### src/rtl/spi_regport.sv
module spi_regport (
  input  logic       clk,
  input  logic       rst_n,
  input  logic       spi_sck,
  input  logic       spi_cs_n,
  input  logic       spi_mosi,
  output logic       spi_miso,
  output logic       bus_long,
  output logic [9:0] bus_addr,
  output logic [7:0] bus_wdata,
  output logic       bus_wr,
  output logic       bus_rd,
  input  logic [7:0] bus_rdata
);
  localparam int SAW = 6;
  localparam int LAW = 10;

  typedef enum logic [1:0] {PH_CMD, PH_CMD2, PH_DATA} phase_t;

  logic [2:0] sck_q;
  logic [1:0] cs_q, mosi_q;
  logic       rise, fall, desel, byte_done;
  logic [2:0] bit_cnt;
  logic [6:0] rx_sh, hi7;
  logic [7:0] byte_in, pf, tx_sh;
  logic [LAW-1:0] addr, baddr, addr_inc;
  phase_t     phase;
  logic       is_long, is_wr, wr_p, rd_p, miso_r;

  always_ff @(posedge clk or negedge rst_n)
    if (!rst_n) begin
      sck_q  <= '0;
      cs_q   <= '1;
      mosi_q <= '0;
    end else begin
      sck_q  <= {sck_q[1:0], spi_sck};
      cs_q   <= {cs_q[0], spi_cs_n};
      mosi_q <= {mosi_q[0], spi_mosi};
    end

  assign desel     = cs_q[1];
  assign rise      = sck_q[1] & ~sck_q[2] & ~desel;
  assign fall      = ~sck_q[1] & sck_q[2] & ~desel;
  assign byte_in   = {rx_sh, mosi_q[1]};
  assign byte_done = rise && (bit_cnt == 3'd7);
  assign addr_inc  = is_long ? addr + {{(LAW-1){1'b0}}, 1'b1}
                             : {{(LAW-SAW){1'b0}}, addr[SAW-1:0] + {{(SAW-1){1'b0}}, 1'b1}};

  always_ff @(posedge clk or negedge rst_n)
    if (!rst_n) begin
      bit_cnt <= '0;
      rx_sh   <= '0;
      hi7     <= '0;
      phase   <= PH_CMD;
      is_long <= 1'b0;
      is_wr   <= 1'b0;
      addr    <= '0;
      baddr   <= '0;
      bus_wdata <= '0;
      wr_p    <= 1'b0;
      rd_p    <= 1'b0;
      pf      <= '0;
      tx_sh   <= '0;
      miso_r  <= 1'b0;
    end else begin
      wr_p <= 1'b0;
      rd_p <= 1'b0;
      if (rd_p) pf <= bus_rdata;
      if (desel) begin
        bit_cnt <= '0;
        phase   <= PH_CMD;
        pf      <= '0;
        tx_sh   <= '0;
        miso_r  <= 1'b0;
      end else begin
        if (rise) begin
          rx_sh   <= byte_in[6:0];
          bit_cnt <= bit_cnt + 3'd1;
        end
        if (fall) begin
          if (bit_cnt == 3'd0) begin
            miso_r <= pf[7];
            tx_sh  <= {pf[6:0], 1'b0};
          end else begin
            miso_r <= tx_sh[7];
            tx_sh  <= {tx_sh[6:0], 1'b0};
          end
        end
        if (byte_done) begin
          case (phase)
            PH_CMD:
              if (!byte_in[7]) begin
                is_long <= 1'b0;
                is_wr   <= byte_in[0];
                addr    <= {{(LAW-SAW){1'b0}}, byte_in[SAW:1]};
                baddr   <= {{(LAW-SAW){1'b0}}, byte_in[SAW:1]};
                rd_p    <= ~byte_in[0];
                phase   <= PH_DATA;
              end else begin
                hi7   <= byte_in[6:0];
                phase <= PH_CMD2;
              end
            PH_CMD2: begin
              is_long <= 1'b1;
              is_wr   <= byte_in[4];
              addr    <= {hi7, byte_in[7:5]};
              baddr   <= {hi7, byte_in[7:5]};
              rd_p    <= ~byte_in[4];
              phase   <= PH_DATA;
            end
            default: begin
              addr <= addr_inc;
              if (is_wr) begin
                baddr     <= addr;
                bus_wdata <= byte_in;
                wr_p      <= 1'b1;
              end else begin
                baddr <= addr_inc;
                rd_p  <= 1'b1;
              end
            end
          endcase
        end
      end
    end

  assign spi_miso = miso_r;
  assign bus_long = is_long;
  assign bus_addr = baddr;
  assign bus_wr   = wr_p;
  assign bus_rd   = rd_p;

  p_excl_r10: assert property (@(posedge clk) disable iff (!rst_n) !(bus_wr && bus_rd))
    else $error("write and read strobes together");
  p_wr_pulse_r3: assert property (@(posedge clk) disable iff (!rst_n) bus_wr |=> !bus_wr)
    else $error("write strobe longer than one cycle");
  p_rd_pulse_r4: assert property (@(posedge clk) disable iff (!rst_n) bus_rd |=> !bus_rd)
    else $error("read strobe longer than one cycle");
  p_short_range_r6: assert property (@(posedge clk) disable iff (!rst_n)
      ((bus_wr || bus_rd) && !bus_long) |-> (bus_addr[LAW-1:SAW] == '0))
    else $error("short strobe outside 64 entries");
  p_no_strobe_desel_r7: assert property (@(posedge clk) disable iff (!rst_n)
      $past(cs_q[1]) |-> (!bus_wr && !bus_rd))
    else $error("strobe while deselected");
  p_miso_idle_r8: assert property (@(posedge clk) disable iff (!rst_n) cs_q[1] |=> !spi_miso)
    else $error("MISO active while deselected");
endmodule

### config.mk
export PLATFORM = sky130hd
export DESIGN_NAME = spi_regport
export DESIGN_NICKNAME = d
export VERILOG_FILES = /design/src/rtl/spi_regport.sv
export SDC_FILE = /design/constraint.sdc
export NUM_CORES = 1
export LEC_CHECK = 0
export BUFFER_PORTS_ARGS = -buffer_cell sky130_fd_sc_hd__buf_2
export CORE_MARGIN = 5
export CORE_UTILIZATION = 50
export CTS_CLUSTER_SIZE = 8
export DETAILED_ROUTE_END_ITERATION = 8
export GPL_TIMING_DRIVEN = 0
export PLACE_DENSITY = 0.77
export SLEW_MARGIN = 20
export SYNTH_ARGS = -nofsm -noshare
export SYNTH_HDL_FRONTEND = slang
export SYNTH_SLANG_ARGS = --single-unit
### constraint.sdc
create_clock -name clk -period 4.85 [get_ports clk]
set_clock_uncertainty 0.2 [all_clocks]
set_input_delay 0.97 -clock clk [delete_from_list [all_inputs] [get_ports clk]]
set_output_delay 0.97 -clock clk [all_outputs]
set_load 0.005 [all_outputs]
==> results_dict.tcl, run 1 <==
set metrics [dict create \
    status "finished clean" \
    pre_cts_ws_ns 2.82 \
    synth_seq_cells 74 \
    r2r_start "bit_cnt[0]" \
    cts_resized 0 \
    crit_slowest_cell "dfrtp_1" \
    cts_tree "yes" \
    slowest_delay_ns 0.47 \
    ys_top_cells_by_count "72 x dfrtp_1, 26 x mux2i_1, 24 x mux2_2, 24 x nor2_1, 23 x nand2_1" \
    worst-r2r-cell-count 7 \
    path_class "register to output port" \
    synth_area_leaders "dfrtp_1 50%, mux2_2 7.5%, mux2i_1 7.3%" \
    place_hpwl_mm 5.23 \
    setup_tns_ns 0 \
    worstSetupStartpoint "bus_long" \
    post-cts-setup-buffer-count 0 \
    cp_cell_sequence "buf_2" \
    setup_viol 0 \
    grt_antenna_before_repair 0 \
    grt_usage 0.183 \
    yosysMostFrequentCell "dfrtp_1" \
    cp_max_fo 7 \
    finalCriticalPeriod_ns 2.15 \
    synth_top_flop_cell "dfrtp_1" \
    path_buf_inv 1 \
    leakagePower_uw 0.00193 \
    syn2layout_area_growth_pct 13.4 \
    n_antenna_cell 0 \
    yosysTopAreaCell "dfrtp_1" \
    yosysUniqueCellTypes 58 \
    die_x_microns 94.7 \
    ys_seq_area_frac 0.517 \
    synth_edf_count 0 \
    fin_area_sq_um 4070 \
    synth_area_sq_um 3590 \
    fmax_ghz 0.465 \
    critPathArrivalTime_ns 0.98 \
    cts_made_buffers 9 \
    cp.depth 1 \
    synth_top_area_share 0.502 \
    period_share 0.443 \
    start_kind "register" \
    end_kind "output port" \
    grt_pass1_vias 2676 \
    gp_congestion 0.818 \
    grt_max_degree 51 \
    ir_drop_mv 0.226 \
    route.detailed.drc 0 \
    initial_core_util 0.519 \
    vias_per_cell 5.62 \
    clockRootBuffer "clkbuf_8" \
    worst_slack_ns 2.70 \
    hold_violations 0 \
    post_route_cells_drive_above_1_share 0.278 \
    grt_pass1_wl_mm 12.6 \
    placement.io_buffers 34 \
    drtPass1Iterations 4 \
    cts_buffer_depth 2 \
    power_uw 1220 \
    hold_class "register to register" \
    cts_hold_buf 0 \
    max-slew-margin-rel 0.602 \
    r2r-end "hi7[3]" \
    rsz0062_at_grt "no" \
    p_per_area_nw_per_um2 299 \
    die_y_microns 94.7 \
    dr_total_vias 2619 \
    synth.avg_cell_area_sq_um 11.2 \
    drt_wl_total_mm 7.25 \
    drv_cap 0 \
    dr.first_iter.drc_count 218 \
    place_area_sq_um 3910 \
    rows 30 \
    tightest_slew_ns 0.596 \
    critPathCapture "bus_long" \
    postSynthCellCount 320 \
    globalRouteOverflowTotal 0 \
    die-area_sq_um 8970 \
    synthArstFlopShare 1.00 \
    r2r_setup_slack_ns 2.79 \
    core_area_sq_um 6910 \
    clk_latency_ns 0.35 \
    drv_slew 0 \
    layout.nets 383 \
    yosysWarnings 0 \
    wire_per_inst_microns 15.6 \
    fill_cells 596 \
    ant_nets 0 \
    path_delay_family "flip-flops" \
    ios 35 \
    clock-sinks 74 \
    final_core_util 0.589 \
    cp.required_ns 3.68 \
    synthesis.nets 337 \
    h-tree-depth 3 \
    clk_pin_slew_ns 0.07 \
]
-- logic make-up (layout without fill, tap and decap cells) --
family	count (synthesis)	after routing	synth area share
and+or+nand+nor	88	88	0.135
DFF	74	74	0.517
AOI/OAI and AO/OA	67	67	0.127
muxes	50	50	0.148
buffers and inverters	31	81	0.0446
xor gates and xnor gates	6	6	0.0146
adders and majority gates	4	4	0.0140
-- routing by layer --
metal	up-vias	share of wire	GRT usage
li1	1252	-	-
met1	1276	0.44	0.232
met2	81	0.48	0.293
met3	10	0.064	0.0518
met4	0	0.016	0.0817
met5	-	0	0
-- power breakdown --
group          switching [uW]  internal (uW)  total (uW)
combinational            68.7           58.1         127
clock                     221            182         403
sequential               43.4            645         688
total                     333            885        1220
-- placed cells by master, fill, tap and decap left out, drive strengths merged, types with 5 or more instances in the layout --
cell type	count
nand3	6
o21ai	19
clkinv	6
nand2	25
nor2b	6
a21oi	15
a211oi	7
buf	48
clkbuf	19
mux2	24
mux2i	26
inv	8
dfrtp	72
xnor2	5
nor2	27
-- worst reg2reg max path: stages, from the launching register on --
cell	delay (ns)
dfrtp_1	0.39
ha_1	0.21
ha_1	0.22
nand4bb_1	0.10
buf_2	0.25
nor2_4	0.05
nand2_2	0.16
mux2_2	0.37
-- how the worst min path moves through the flow --
stage / start / to / cells after the start
floorplan: mosi_q[0] / mosi_q[1] / 0
global route: cs_q[0] / cs_q[1] / 0
CTS: sck_q[0] / sck_q[1] / 0
detailed placement: sck_q[0] / sck_q[1] / 0
global placement: mosi_q[0] / mosi_q[1] / 0
finish: sck_q[0] / sck_q[1] / 0
-- cell type report --
class | instances | area, sq um | area share
Tap cell | 96 | 120 | 0.0295
Buffer | 22 | 126 | 0.0311
Inverter | 9 | 33.8 | 0.00831
Clock buffer | 10 | 128 | 0.0314
Sequential cell | 74 | 1850 | 0.456
Multi-Input combinational cell | 215 | 1570 | 0.387
Clock inverter | 5 | 32.5 | 0.00800
Timing Repair Buffer | 35 | 200 | 0.0492
-- registers in the layout (all words and copies together) (netlist names) --
name,cells
bus_long,1
tx_sh,7
phase,2
sck_q,3
rx_sh,7
bus_rd,1
spi_miso,1
is_wr,1
mosi_q,2
cs_q,2
bit_cnt,3
hi7,7
bus_addr,10
pf,8
addr,10
bus_wdata,8
bus_wr,1
-- stage by stage --
stage                     instances  hold WS [ns]
after global placement          450         0.132
after CTS                       466         0.154
after detailed placement        451         0.137
final                           466         0.151
after floorplan                 320         0.131
after global routing            466         0.163
(Power assumes the default switching activity.)
==> inputs of run 2 (changes only) <==
Clock period 4.85 ns to 2.2 ns, I/O delays scaled along.
==> results_dict.tcl, run 2 (same netlist as run 1, synthesis figures left out) <==
set metrics [dict create \
    status "finished clean" \
    ant_nets 0 \
    rsz0062_at_grt "no" \
    gp_congestion 0.818 \
    multi_input_area_sq_um 1570 \
    grt_antenna_before_repair 0 \
    fill_cells 594 \
    drt_wl_total_mm 7.31 \
    power_uw 2690 \
    ios 35 \
    cp_max_fo 8 \
    hold_class "primary input to register" \
    r2r_start "bit_cnt[0]" \
    critPathCapture "hi7[3]" \
    start_kind "register" \
    die_y_microns 94.7 \
    final_common_cell "dfrtp_1" \
    power_switching_uw 739 \
    die-area_sq_um 8970 \
    cts_tree "yes" \
    globalRouteOverflowTotal 0 \
    drv_slew 0 \
    seqCellArea_sq_um 1850 \
    max-slew-margin-rel 0.606 \
    hold_violations 0 \
    p_seq_frac 0.563 \
    final_cell_mix "72 x dfrtp_1, 41 x buf_2, 26 x mux2i_1" \
    switching_share 0.274 \
    p_per_area_nw_per_um2 656 \
    setup_tns_ns 0 \
    ir_drop_mv 0.498 \
    vias_per_cell 5.54 \
    path_class "register to register" \
    post_route_cells_drive_above_1_share 0.275 \
    p_int_uw 1960 \
    place_area_sq_um 3910 \
    h-tree-depth 3 \
    core_area_sq_um 6910 \
    tightest_slew_ns 0.591 \
    grt_pass1_wl_mm 12.7 \
    worstSetupStartpoint "bit_cnt[0]" \
    finalCriticalPeriod_ns 2.06 \
    clk_latency_ns 0.35 \
    wire_per_inst_microns 15.6 \
    grt_pass1_vias 2697 \
    worst-r2r-cell-count 7 \
    pwr-share-comb 0.107 \
    dr_total_vias 2605 \
    initial_core_util 0.519 \
    hold_slack_ns 0.130 \
    fin_area_sq_um 4110 \
    clockRootBuffer "clkbuf_8" \
    end_kind "register" \
    placement.io_buffers 34 \
    die_x_microns 94.7 \
    p_clk_frac 0.330 \
    clock-sinks 74 \
    rows 30 \
    cts_buffer_depth 2 \
    r2r-end "hi7[3]" \
    cp.required_ns 2.23 \
    drv_cap 0 \
    place_hpwl_mm 5.23 \
    grt_max_degree 51 \
    route.detailed.drc 0 \
    grt_usage 0.184 \
    pre_cts_ws_ns 0.167 \
    fmax_ghz 0.485 \
    drtPass1Iterations 4 \
    r2r_setup_slack_ns 0.14 \
    layout.nets 387 \
    critPathArrivalTime_ns 2.09 \
    setup_viol 0 \
    period_share 0.937 \
    dr.first_iter.drc_count 204 \
    syn2layout_area_growth_pct 14.5 \
    n_antenna_cell 0 \
    worst_slack_ns 0.139 \
    clk_pin_slew_ns 0.08 \
    cts_made_buffers 9 \
    leakagePower_uw 0.00195 \
]
run 2: cell count changes in the layout (fill, tap and decap cells not counted), sizes merged:
| cell | before | now |
|---|---|---|
| dlygate4sd3 | 0 | 4 |
run 2: routing by layer:
| layer | global-route usage | wire [microns] |
|---|---|---|
| met2 | 0.295 | 3530 |
| met5 | 0 | 0 |
| met3 | 0.0502 | 471 |
| met1 | 0.233 | 3200 |
| met4 | 0.0817 | 110 |
run 2: stage by stage:
step	utilization	instances
after CTS	0.595	470
final	0.595	470
after detailed placement	0.566	451
after global routing	0.595	470
after floorplan	-	320
after global placement	0.561	450
run 2: layout make-up:
cell class / instances / share of cell area
repair buffers: 39 / 0.0585
plain buffers: 22 / 0.0308
well taps: 96 / 0.0292
multi-input cells: 215 / 0.383
clock buffers: 10 / 0.0311
inverters: 9 / 0.00822
flip-flops and latches: 74 / 0.451
clock inverters: 5 / 0.00792
run 2: critical path, cell delays in order, from the launching register on:
cell       delay [ns]
dfrtp_1          0.39
ha_1             0.21
ha_1             0.22
nand4bb_1        0.10
buf_2            0.25
nor2_4           0.05
nand2_2          0.17
mux2_2           0.37
run 2: worst min-delay path by stage:
| stage | startpoint | endpoint | slack, ns | cells after the start |
|---|---|---|---|---|
| global route | bus_rdata[7] | pf[7] | 0.13 | 3 |
| finish | bus_rdata[5] | pf[5] | 0.13 | 3 |
| CTS | bus_rdata[5] | pf[5] | 0.12 | 3 |
| detailed placement | sck_q[0] | sck_q[1] | 0.14 | 0 |
| global placement | mosi_q[0] | mosi_q[1] | 0.13 | 0 |
| floorplan | rst_n | addr[0] | -0.06 | 0 |
run 2: power groups by stage:
stage          registers, uW  clock network, uW  logic, uW
3_5_place_dp            1540                  0        282
6_report                1520                890        287
5_1_grt                 1530                966        319
4_1_cts                 1510                912        289
3_3_place_gp            1540                  0        266
2_1_floorplan           1500                  0        200
run 2: repair_timing:
| item | in CTS | in global routing |
|---|---|---|
| endpoints found under the setup margin | 0 | 0 |
| setup buffers | 0 | 0 |
| hold buffers | 4 | 0 |
| endpoints found under the hold margin | 25 | 0 |
| resized for setup | 0 | 0 |
==> inputs of run 3 (changes only) <==
Settings changed: CTS_BUF_LIST set to sky130_fd_sc_hd__clkbuf_4, GPL_TIMING_DRIVEN 0 to unset.
==> results_dict.tcl, run 3 (same netlist as run 1, synthesis figures left out) <==
set metrics [dict create \
    status "finished clean" \
    die_x_microns 94.7 \
    power_uw 2620 \
    slowest_delay_ns 0.47 \
    path_class "register to register" \
    instances_no_fill 461 \
    grt_pass1_wl_mm 12.6 \
    period_share 0.909 \
    n_antenna_cell 0 \
    wire_per_inst_microns 15.6 \
    start_kind "register" \
    place_hpwl_mm 5.10 \
    pwr-share-comb 0.109 \
    die-area_sq_um 8970 \
    clockRootBuffer "clkbuf_4" \
    die_y_microns 94.7 \
    p_clk_frac 0.312 \
    p_per_area_nw_per_um2 649 \
    gp_congestion 0.859 \
    fill_cells 617 \
    vias_per_cell 5.61 \
    dr.first_iter.drc_count 172 \
    crit_slowest_cell "a2111oi_0" \
    grt_antenna_before_repair 0 \
    cp.required_ns 2.29 \
    ir_drop_mv 0.493 \
    hold_slack_ns 0.0591 \
    switching_share 0.272 \
    setup_viol 0 \
    max-slew-margin-rel 0.599 \
    globalRouteOverflowTotal 0 \
    hold_violations 0 \
    power_switching_uw 712 \
    hold_class "primary input to register" \
    ant_nets 0 \
    final_common_cell "dfrtp_1" \
    dp.cells 441 \
    worst-r2r-cell-count 6 \
    rows 30 \
    cts_made_buffers 9 \
    post_route_cells_drive_above_1_share 0.274 \
    end_kind "register" \
    drv_cap 0 \
    cp_cell_sequence "ha_1, ha_1, and4bb_4, nand2_4, a2111oi_0, nor3_1" \
    p_seq_frac 0.579 \
    finalCriticalPeriod_ns 2.00 \
    hold_start "bus_rdata[6]" \
    setup_tns_ns 0 \
    grt_usage 0.180 \
    clk_latency_ns 0.42 \
    layout.nets 377 \
    core_area_sq_um 6910 \
    cts_buffer_depth 2 \
    drtPass1Iterations 4 \
    rsz0062_at_grt "no" \
    clk_pin_slew_ns 0.13 \
    r2r-end "bus_addr[9]" \
    p_int_uw 1900 \
    leakagePower_uw 0.00191 \
    worstSetupStartpoint "bit_cnt[1]" \
    cts_tree "yes" \
    fmax_ghz 0.500 \
    clock-sinks 74 \
    tightest_slew_ns 0.602 \
    r2r_setup_slack_ns 0.20 \
    syn2layout_area_growth_pct 12.5 \
    drt_wl_total_mm 7.17 \
    placement.io_buffers 34 \
    critPathArrivalTime_ns 2.09 \
    dr_total_vias 2584 \
    hold_depth 3 \
    cp_max_fo 18 \
    final_cell_mix "72 x dfrtp_1, 34 x buf_2, 26 x mux2i_1" \
    r2r_start "bit_cnt[1]" \
    initial_core_util 0.519 \
    path_common_cell "ha_1" \
    critPathCapture "bus_addr[9]" \
    drv_slew 0 \
    route.detailed.drc 0 \
    ios 35 \
    h-tree-depth 3 \
    grt_max_degree 75 \
    grt_pass1_vias 2613 \
]
[run 3: cell types whose count changed in the layout (fill, tap and decap cells not counted), moves of 3 or more]
cell,change
buf_6,-3
buf_2,-7
clkbuf_4,+10
clkbuf_8,-9
buf_4,+9
clkbuf_1,-7
clkbuf_2,-3
[run 3: layout make-up]
type	count	area (sq um)	area share
Clock inverter	6	57.6	0.0143
Timing Repair Buffer	51	320	0.0794
Multi-Input combinational cell	215	1570	0.390
Inverter	9	33.8	0.00837
Clock buffer	10	75.1	0.0186
Sequential cell	74	1850	0.460
Tap cell	96	120	0.0298
[run 3: layer usage]
layer	routed length (microns)	track usage
met1	3260	0.244
met4	155	0.0913
met5	0	0
met3	314	0.0327
met2	3450	0.277
[run 3: stage by stage]
step,cell area (sq um),utilization,worst slack (ns)
floorplan,3590,-,0.329
global placement,3860,0.559,0.292
detailed placement,3860,0.559,0.241
CTS,4030,0.584,0.233
global route,4030,0.584,0.0714
finish,4030,0.584,0.200
[run 3: how the worst min path moves through the flow]
stage	slack [ns]	end
after CTS	0.03	pf[6]
after floorplan	-0.06	addr[0]
after detailed placement	0.14	mosi_q[1]
after global routing	0.05	pf[6]
after global placement	0.13	mosi_q[1]
final	0.06	pf[6]
[run 3: power groups by stage]
stage	clock [uW]	combinational (uW)	sequential, uW
global route	907	315	1530
floorplan	0	200	1500
finish	817	285	1510
CTS	841	286	1510
global placement	0	267	1540
detailed placement	0	278	1540
[run 3: worst max-delay path, delay by kind of cell, from the launching register on]
kind	cells	cell delay, ns
AO/OA/AOI/OAI	1	0.47
AND/OR/NAND/NOR	3	0.53
flip-flops	1	0.38
adder cells (fa/ha/maj)	2	0.31
[run 3: timing repair]
| item | CTS | global route |
|---|---|---|
| endpoints found under the hold margin | 75 | 0 |
| setup buffers | 0 | 0 |
| resized for setup | 0 | 0 |
| hold buffers | 4 | 0 |
